===== src/rtl/thread_enum_pkg.sv =====
package thread_enum_pkg;

    localparam int unsigned NUM_IDS = 16;
    localparam int unsigned ID_W    = $clog2(NUM_IDS);
    localparam int unsigned CNT_W   = $clog2(NUM_IDS + 1);
    localparam int unsigned BYTE_W  = 8;

    localparam logic [BYTE_W-1:0] PROBE_OPCODE = 8'hB1;
    localparam logic [BYTE_W-1:0] PROBE_WR_LEN = 8'h05;
    localparam logic [BYTE_W-1:0] PROBE_RD_LEN = 8'h09;
    localparam logic [BYTE_W-1:0] CC_PRESENT   = 8'h40;
    localparam logic [BYTE_W-1:0] CC_ABSENT    = 8'h90;

    typedef enum logic [1:0] {
        ST_IDLE,
        ST_ISSUE,
        ST_WAIT
    } scan_state_e;

    typedef enum logic [1:0] {
        VERDICT_PRESENT,
        VERDICT_ABSENT,
        VERDICT_FAULT,
        VERDICT_SILENT
    } verdict_e;

    typedef struct packed {
        logic     valid;
        verdict_e verdict;
    } probe_result_t;

    function automatic verdict_e classify_cc(input logic [BYTE_W-1:0] cc);
        verdict_e v;
        if (cc == CC_PRESENT)      v = VERDICT_PRESENT;
        else if (cc == CC_ABSENT)  v = VERDICT_ABSENT;
        else                       v = VERDICT_FAULT;
        return v;
    endfunction

    function automatic logic verdict_is_error(input verdict_e v);
        return (v == VERDICT_FAULT) || (v == VERDICT_SILENT);
    endfunction

endpackage


===== src/rtl/id_stepper.sv =====
module id_stepper
    import thread_enum_pkg::*;
#(
    parameter int unsigned W = ID_W
) (
    input  logic         clk,
    input  logic         rst,
    input  logic         load,
    input  logic         limit_en,
    input  logic [W-1:0] limit,
    input  logic         advance,
    output logic [W-1:0] id,
    output logic         is_last
);
    localparam logic [W-1:0] TOP_ID = {W{1'b1}};

    logic [W-1:0] id_q;
    logic [W-1:0] last_q;

    always_ff @(posedge clk) begin
        if (rst) begin
            id_q   <= '0;
            last_q <= TOP_ID;
        end else if (load) begin
            id_q   <= '0;
            last_q <= limit_en ? limit : TOP_ID;
        end else if (advance) begin
            id_q   <= id_q + 1'b1;
        end
    end

    assign id      = id_q;
    assign is_last = (id_q == last_q);
endmodule


===== src/rtl/probe_timer.sv =====
module probe_timer #(
    parameter int unsigned CYCLES = 64
) (
    input  logic clk,
    input  logic rst,
    input  logic run,
    output logic expired
);
    localparam int unsigned TW = $clog2(CYCLES + 1);
    localparam logic [TW-1:0] LAST = TW'(CYCLES - 1);

    logic [TW-1:0] cnt_q;

    always_ff @(posedge clk) begin
        if (rst || !run) begin
            cnt_q <= '0;
        end else if (cnt_q != LAST) begin
            cnt_q <= cnt_q + 1'b1;
        end
    end

    assign expired = run && (cnt_q == LAST);
endmodule


===== src/rtl/reply_classifier.sv =====
module reply_classifier
    import thread_enum_pkg::*;
(
    input  logic              waiting,
    input  logic              rsp_valid,
    input  logic [BYTE_W-1:0] rsp_cc,
    input  logic              timed_out,
    output probe_result_t     result
);
    always_comb begin
        result.valid   = 1'b0;
        result.verdict = VERDICT_ABSENT;
        if (waiting) begin
            if (rsp_valid) begin
                result.valid   = 1'b1;
                result.verdict = classify_cc(rsp_cc);
            end else if (timed_out) begin
                result.valid   = 1'b1;
                result.verdict = VERDICT_SILENT;
            end
        end
    end
endmodule


===== src/rtl/presence_accum.sv =====
module presence_accum
    import thread_enum_pkg::*;
#(
    parameter int unsigned N = NUM_IDS
) (
    input  logic                 clk,
    input  logic                 rst,
    input  logic                 clear,
    input  probe_result_t        result,
    input  logic [$clog2(N)-1:0] id,
    output logic [N-1:0]         present,
    output logic [$clog2(N+1)-1:0] count,
    output logic                 err
);
    logic [N-1:0]             present_q;
    logic [$clog2(N+1)-1:0]   count_q;
    logic                     err_q;

    always_ff @(posedge clk) begin
        if (rst || clear) begin
            present_q <= '0;
            count_q   <= '0;
            err_q     <= 1'b0;
        end else if (result.valid) begin
            if (result.verdict == VERDICT_PRESENT) begin
                present_q[id] <= 1'b1;
                count_q       <= count_q + 1'b1;
            end
            if (verdict_is_error(result.verdict)) begin
                err_q <= 1'b1;
            end
        end
    end

    assign present = present_q;
    assign count   = count_q;
    assign err     = err_q;
endmodule


===== src/rtl/lthread_scanner.sv =====
module lthread_scanner
    import thread_enum_pkg::*;
#(
    parameter int unsigned TIMEOUT_CYCLES = 64
) (
    input  logic              clk,
    input  logic              rst,
    input  logic              start_i,
    input  logic              limit_en_i,
    input  logic [ID_W-1:0]   max_id_i,
    output logic              req_valid_o,
    input  logic              req_ready_i,
    output logic [ID_W-1:0]   req_id_o,
    output logic [BYTE_W-1:0] req_cmd_o,
    output logic [BYTE_W-1:0] req_wlen_o,
    output logic [BYTE_W-1:0] req_rlen_o,
    input  logic              rsp_valid_i,
    input  logic [BYTE_W-1:0] rsp_cc_i,
    output logic [NUM_IDS-1:0] present_o,
    output logic [CNT_W-1:0]  count_o,
    output logic              err_o,
    output logic              busy_o,
    output logic              done_o
);
    scan_state_e   state_q, state_d;
    logic          done_q;
    logic          accept_start;
    logic          advance;
    logic          is_last;
    logic          timed_out;
    logic [ID_W-1:0] cur_id;
    probe_result_t result;

    assign accept_start = (state_q == ST_IDLE) && start_i;
    assign advance      = result.valid && !is_last;

    always_comb begin
        state_d = state_q;
        case (state_q)
            ST_IDLE:  if (start_i)     state_d = ST_ISSUE;
            ST_ISSUE: if (req_ready_i) state_d = ST_WAIT;
            ST_WAIT:  if (result.valid) state_d = is_last ? ST_IDLE : ST_ISSUE;
            default:                   state_d = ST_IDLE;
        endcase
    end

    always_ff @(posedge clk) begin
        if (rst) begin
            state_q <= ST_IDLE;
            done_q  <= 1'b0;
        end else begin
            state_q <= state_d;
            done_q  <= (state_q == ST_WAIT) && result.valid && is_last;
        end
    end

    id_stepper #(.W(ID_W)) u_stepper (
        .clk      (clk),
        .rst      (rst),
        .load     (accept_start),
        .limit_en (limit_en_i),
        .limit    (max_id_i),
        .advance  (advance),
        .id       (cur_id),
        .is_last  (is_last)
    );

    probe_timer #(.CYCLES(TIMEOUT_CYCLES)) u_timer (
        .clk     (clk),
        .rst     (rst),
        .run     (state_q == ST_WAIT),
        .expired (timed_out)
    );

    reply_classifier u_classify (
        .waiting   (state_q == ST_WAIT),
        .rsp_valid (rsp_valid_i),
        .rsp_cc    (rsp_cc_i),
        .timed_out (timed_out),
        .result    (result)
    );

    presence_accum #(.N(NUM_IDS)) u_accum (
        .clk     (clk),
        .rst     (rst),
        .clear   (accept_start),
        .result  (result),
        .id      (cur_id),
        .present (present_o),
        .count   (count_o),
        .err     (err_o)
    );

    assign req_valid_o = (state_q == ST_ISSUE);
    assign req_id_o    = cur_id;
    assign req_cmd_o   = PROBE_OPCODE;
    assign req_wlen_o  = PROBE_WR_LEN;
    assign req_rlen_o  = PROBE_RD_LEN;
    assign busy_o      = (state_q != ST_IDLE);
    assign done_o      = done_q;
endmodule


===== config.mk =====
export PLATFORM = sky130hd
export DESIGN_NAME = lthread_scanner
export DESIGN_NICKNAME = d
export VERILOG_FILES = /design/src/rtl/thread_enum_pkg.sv /design/src/rtl/id_stepper.sv /design/src/rtl/probe_timer.sv /design/src/rtl/reply_classifier.sv /design/src/rtl/presence_accum.sv /design/src/rtl/lthread_scanner.sv
export SDC_FILE = /design/constraint.sdc
export NUM_CORES = 1
export LEC_CHECK = 0
export BUFFER_PORTS_ARGS = -buffer_cell sky130_fd_sc_hd__buf_2
export CORE_MARGIN = 5
export CORE_UTILIZATION = 35
export CTS_CLUSTER_DIAMETER = 100
export CTS_CLUSTER_SIZE = 25
export DETAILED_ROUTE_END_ITERATION = 8
export PLACE_DENSITY = 0.58
export SLEW_MARGIN = 30
export SYNTH_ARGS = -nofsm -noshare
export SYNTH_HDL_FRONTEND = slang
export SYNTH_SLANG_ARGS = --single-unit

===== constraint.sdc =====
create_clock -name clk -period 2.9 [get_ports clk]
set_clock_uncertainty 0.05 [all_clocks]
set_input_delay 0.58 -clock clk [delete_from_list [all_inputs] [get_ports clk]]
set_output_delay 0.58 -clock clk [all_outputs]
set_load 0.03 [all_outputs]

-- After elaboration in Yosys (flattened, before gate mapping)
Cells that the tools add are included.
- register bits after elaboration: 40
- output and inout port bits: 53
- word-level logic and storage cells: 57
- add/subtract/negate cells: 3
- magnitude comparators: 2
- equal/unequal tests: 12
- mux-type cells: 13
- bitwise gates (word level): 1
- reductions and logical operators: 18
- operators by type and width (operator ; number):
    $or 16x16->16 ; 1
    $mux 2 ; 5
    $mux 3 ; 3
    $eq 8x7->1 const B ; 1
    $eq 8x8->1 const B ; 1
    $add 7x1->7 const B ; 1
    $eq 7x6->1 const B ; 1
    $ne 7x6->1 const B ; 1
    $eq 2x2->1 const B ; 3
    $logic_and 1x1->1 ; 6
    $pmux 2 s3 ; 1
    $add 5x1->5 const B ; 1
    $lt 4x5->1 const B ; 1
    $add 4x1->4 const B ; 1
    $demux 1 s4 ; 1
    $eq 4x4->1 ; 1
    $ge 4x1->1 const B ; 1
    $logic_not 2->1 ; 2
    $mux 4 ; 1
    $ne 2x2->1 const B ; 2
    $reduce_and 2->1 ; 2
    $logic_or 1x1->1 ; 3
    $reduce_and 3->1 ; 1
    $eq 2x1->1 const B ; 1
    other kinds (5) ; 7

-- Depth between registers and ports, before layout
- depth in word-level cells: 8
- depth in mapped cells: 6
- mapped depth without buffers: 5

-- Modules after synthesis
Synthesis repeated with hierarchy kept, for this count alone.
- cell total of the unflattened synthesis: 198
- area, all modules: 1918.1 um^2
- by module, submodules not included (module ; instances ; cells an instance ; area an instance (um^2) ; sequential area each (um^2)):
    presence_accum ; 1 ; 71 ; 799.5 ; 440.4
    id_stepper ; 1 ; 39 ; 384.1 ; 160.2
    lthread_scanner ; 1 ; 44 ; 342.8 ; 60.1
    probe_timer ; 1 ; 34 ; 334.1 ; 140.1
    reply_classifier ; 1 ; 10 ; 57.6 ; 0.0

-- Least setup slack after synthesis
OpenSTA, ideal clock, no wires.
- path type: input -> register
- start point: input port rsp_cc_i[1]
- end point: register u_accum.count_q[3], in the netlist u_accum.count[3]
- data arrival time: 1649 ps
- data required time: 2727 ps
- path slack: 1078 ps
- stages: 4
- cell sequence: nor4b_1 > and4_1 > nand4_1 > mux2_1
- word-level cells in the longest chain between the ends: 7
- elaborated cells between the ends (all ways): 8
- RTL lines (what ; line ; text):
    from (decl) ; lthread_scanner.sv:18 ; input logic [BYTE_W-1:0] rsp_cc_i,
    $eq 8x8->1 ; thread_enum_pkg.sv:35 ; else if (cc == CC_ABSENT) v = VERDICT_ABSENT;
    $mux 2 ; thread_enum_pkg.sv:35 ;
    $mux 2 * ; thread_enum_pkg.sv:34 ; if (cc == CC_PRESENT) v = VERDICT_PRESENT;
    $mux 3 * ; reply_classifier.sv:14 ; if (rsp_valid) begin
    $mux 3 * ; reply_classifier.sv:13 ; if (waiting) begin
    $logic_not 2->1 * ; presence_accum.sv:25 ; if (result.verdict == VERDICT_PRESENT) begin
    $reduce_and 2->1 (no source line) * ; - ;
    to (signal assigned) ; presence_accum.sv:27 ; count_q <= count_q + 1'b1;
    to (decl) ; presence_accum.sv:16 ; logic [$clog2(N+1)-1:0] count_q;
Every way passes the cells marked *; elsewhere a longest branch is shown, timed or not.
A chain may end at the register's enable or synchronous reset.

-- Worst setup path after layout
Same ends and word-level chain as after synthesis.

==> flow_summary.json <==
{
  "synth_common_cells": "40 x dfxtp_1, 28 x nor2_1, 25 x buf_4",
  "synth-simple-area-share": 0.183,
  "reg2reg_from": "u_timer.cnt_q[0]$_SDFFE_PP0P_",
  "ant_nets": 0,
  "fin_tns_setup_ns": 0,
  "dieHeight_um": 83.6,
  "peakVddDrop_mv": 0.204,
  "synth.distinct_cells": 45,
  "synth_compound_area_frac": 0.156,
  "min_period_ns": 1.89,
  "core_sq_um": 5170,
  "yosysMostFrequentCell": "dfxtp_1",
  "place_congestion": 0.792,
  "required_ns": 3.02,
  "synth_seq_cells": 40,
  "hold_start": "u_accum.present[12]$_SDFFE_PP0P_",
  "async_flop_share": 0,
  "synthMuxAreaShare": 0.0165,
  "clk_latency_ns": 0.29,
  "die_area_sq_um": 7000,
  "dp_hpwl_um": 3110,
  "first_pass_iters": 4,
  "antenna_found_initial": 0,
  "drive_gt1_frac": 0.229,
  "cts_setup_buffers": 0,
  "grt_use_total": 0.118,
  "grt_overflow": 0,
  "initial_core_util": 0.367,
  "clock_path_buffers": 2,
  "nFillCells": 559,
  "syn_avg_cell_area_sq_um": 8.91,
  "hold_depth": 2,
  "leakage_nw": 0.937,
  "synth_fa_ha_area_frac": 0.0396,
  "grt_max_degree": 17,
  "synth_area_leaders": "dfxtp_1 42%, buf_4 9.9%, nor2_1 5.5%",
  "insertedDiodeCount": 0,
  "io_buffers": 46,
  "num_rows": 26,
  "initialDrtViolationCount": 22,
  "power_density_nw_per_um2": 479,
  "synth_ff_type": "dfxtp_1",
  "grt_pass1_vias": 1503,
  "ctsHoldBuffers": 0,
  "grt_setup_unrepaired": "no",
  "maxSlewViolCount": 0,
  "final_core_util": 0.421,
  "finalNonFillerCells": 328,
  "nets": 281,
  "r2r_cells": 5,
  "postSynthCellCount": 213,
  "whs_endpoint": "u_accum.present[12]$_SDFFE_PP0P_",
  "synth_area_leader_cell": "dfxtp_1",
  "syn_to_final_growth_pct": 14.7,
  "hold_viol": 0,
  "htreeDepth": 2,
  "grt_first_pass_wirelength_um": 6870,
  "cts_resized": 0,
  "via_count": 1548,
  "fmax_mhz": 528,
  "vias_per_cell": 4.72,
  "cts_buffers": 5,
  "synth.top_cell.area_share": 0.422,
  "dieWidth_um": 83.6,
  "crit_fanout": 6,
  "clk_pin_slew_worst_paths_ns": 0.08,
  "synth-edff-count": 0,
  "wl_um": 4110,
  "startpoint": "rsp_cc_i[1]",
  "arrival_ns": 2.01,
  "cts_tree": "yes",
  "yosysWarnings": 0,
  "syn-cell-area_sq_um": 1900,
  "setup_viol": 0,
  "wl_per_cell_um": 12.5,
  "crit_path_end_kind": "flop",
  "relSlewSlack": 0.654,
  "post-route-drc-count": 0,
  "worst_setup_path_start_kind": "primary input",
  "io_pins": 71,
  "maxCapViolCount": 0,
  "status": "finished clean",
  "reg2reg_slack_ns": 1.04,
  "fin_crit_sh": 0.653,
  "place_inst": 320,
  "synthXorXnorAreaFrac": 0.0415,
  "cts-root-buf": "clkbuf_8",
  "crit_type": "primary input to flop",
  "rr_endpoint": "u_stepper.id[3]$_SDFFE_PP0P_",
  "clock-sinks": 40,
  "max_slew.worst_pin.slew_ns": 0.511,
  "hold_path.class": "flop to flop",
  "seq_area_frac_synth": 0.422,
  "synth_top_family_by_area": "simple AND/OR/NAND/NOR gates"
}
==> where the power goes <==
| part | switching, mW | internal [mW] |
|---|---|---|
| combinational | 0.0760 | 0.0259 |
| clock | 0.191 | 0.190 |
| sequential | 0.00602 | 0.554 |
==> cells in the final DEF (no fill, tap or decap), drive strengths merged, types with 3 or more instances in the layout <==
| cell | count |
|---|---|
| clkbuf | 6 |
| nand3 | 5 |
| nand2b | 3 |
| inv | 9 |
| a31oi | 16 |
| conb | 24 |
| o22a | 3 |
| nand3b | 4 |
| a21oi | 12 |
| ha | 6 |
| buf | 48 |
| or2 | 3 |
| dfxtp | 40 |
| o21ai | 4 |
| o31ai | 3 |
| nor2 | 28 |
| xnor2 | 8 |
| nand4 | 4 |
| nor2b | 3 |
==> critical path: stages <==
cell and delay (ns):
buf_2 0.09, nor4b_1 0.49, and4_1 0.39, nand4_1 0.13, mux2_1 0.33
==> how the worst max path moves through the flow <==
stage	slack, ns	end
finish	1.01	u_accum.count[3]$_SDFFE_PP0P_
global route	0.89	u_stepper.id[3]$_SDFFE_PP0P_
detailed placement	0.72	u_accum.count[3]$_SDFFE_PP0P_
global placement	0.75	u_accum.count[3]$_SDFFE_PP0P_
CTS	1.02	u_accum.count[3]$_SDFFE_PP0P_
floorplan	1.08	u_accum.count[3]$_SDFFE_PP0P_
==> logic make-up after synthesis <==
group | Yosys count
AND/OR/NAND/NOR | 65
buffers and inverters | 42
XOR/XNOR | 9
other | 2
adder cells (fa/ha/maj) | 6
multiplexers | 3
AO/OA/AOI/OAI | 46
flip-flops | 40
==> per-stage QoR <==
step	hold WS (ns)	power, mW	setup WS, ns	instance area (sq um)
finish	0.417	1.04	1.01	2180
global route	0.438	1.09	0.887	2180
CTS	0.416	1.06	1.02	2180
detailed placement	0.400	0.675	0.722	2080
global placement	0.396	0.674	0.750	2080
floorplan	0.375	0.675	1.08	1980
==> sequential cells by signal, summed over array words and instances (netlist names) <==
signal	cells
u_accum.present	16
u_timer.cnt_q	7
u_accum.count	5
u_stepper.id	4
u_stepper.last_q	4
state_q	2
done_o	1
u_accum.err	1
==> cell type report <==
cell class                      count  area, sq um  share of cell area
Clock buffer                        6         82.6              0.0379
Clock inverter                      2         10.0             0.00460
Inverter                            9         33.8              0.0155
Multi-Input combinational cell    153          917               0.421
Sequential cell                    40          801               0.368
Tap cell                           70         87.6              0.0402
Timing Repair Buffer               48          245               0.113
==> routing by layer <==
metal  up-vias  part of all wire  global-route usage
li1        783                 -                   -
met5         -                 0                   0
met2        58              0.43               0.187
met3         7             0.077              0.0405
met4         0             0.019              0.0439
met1       700              0.48               0.148
Note: power is estimated with default switching activity, not from simulation.
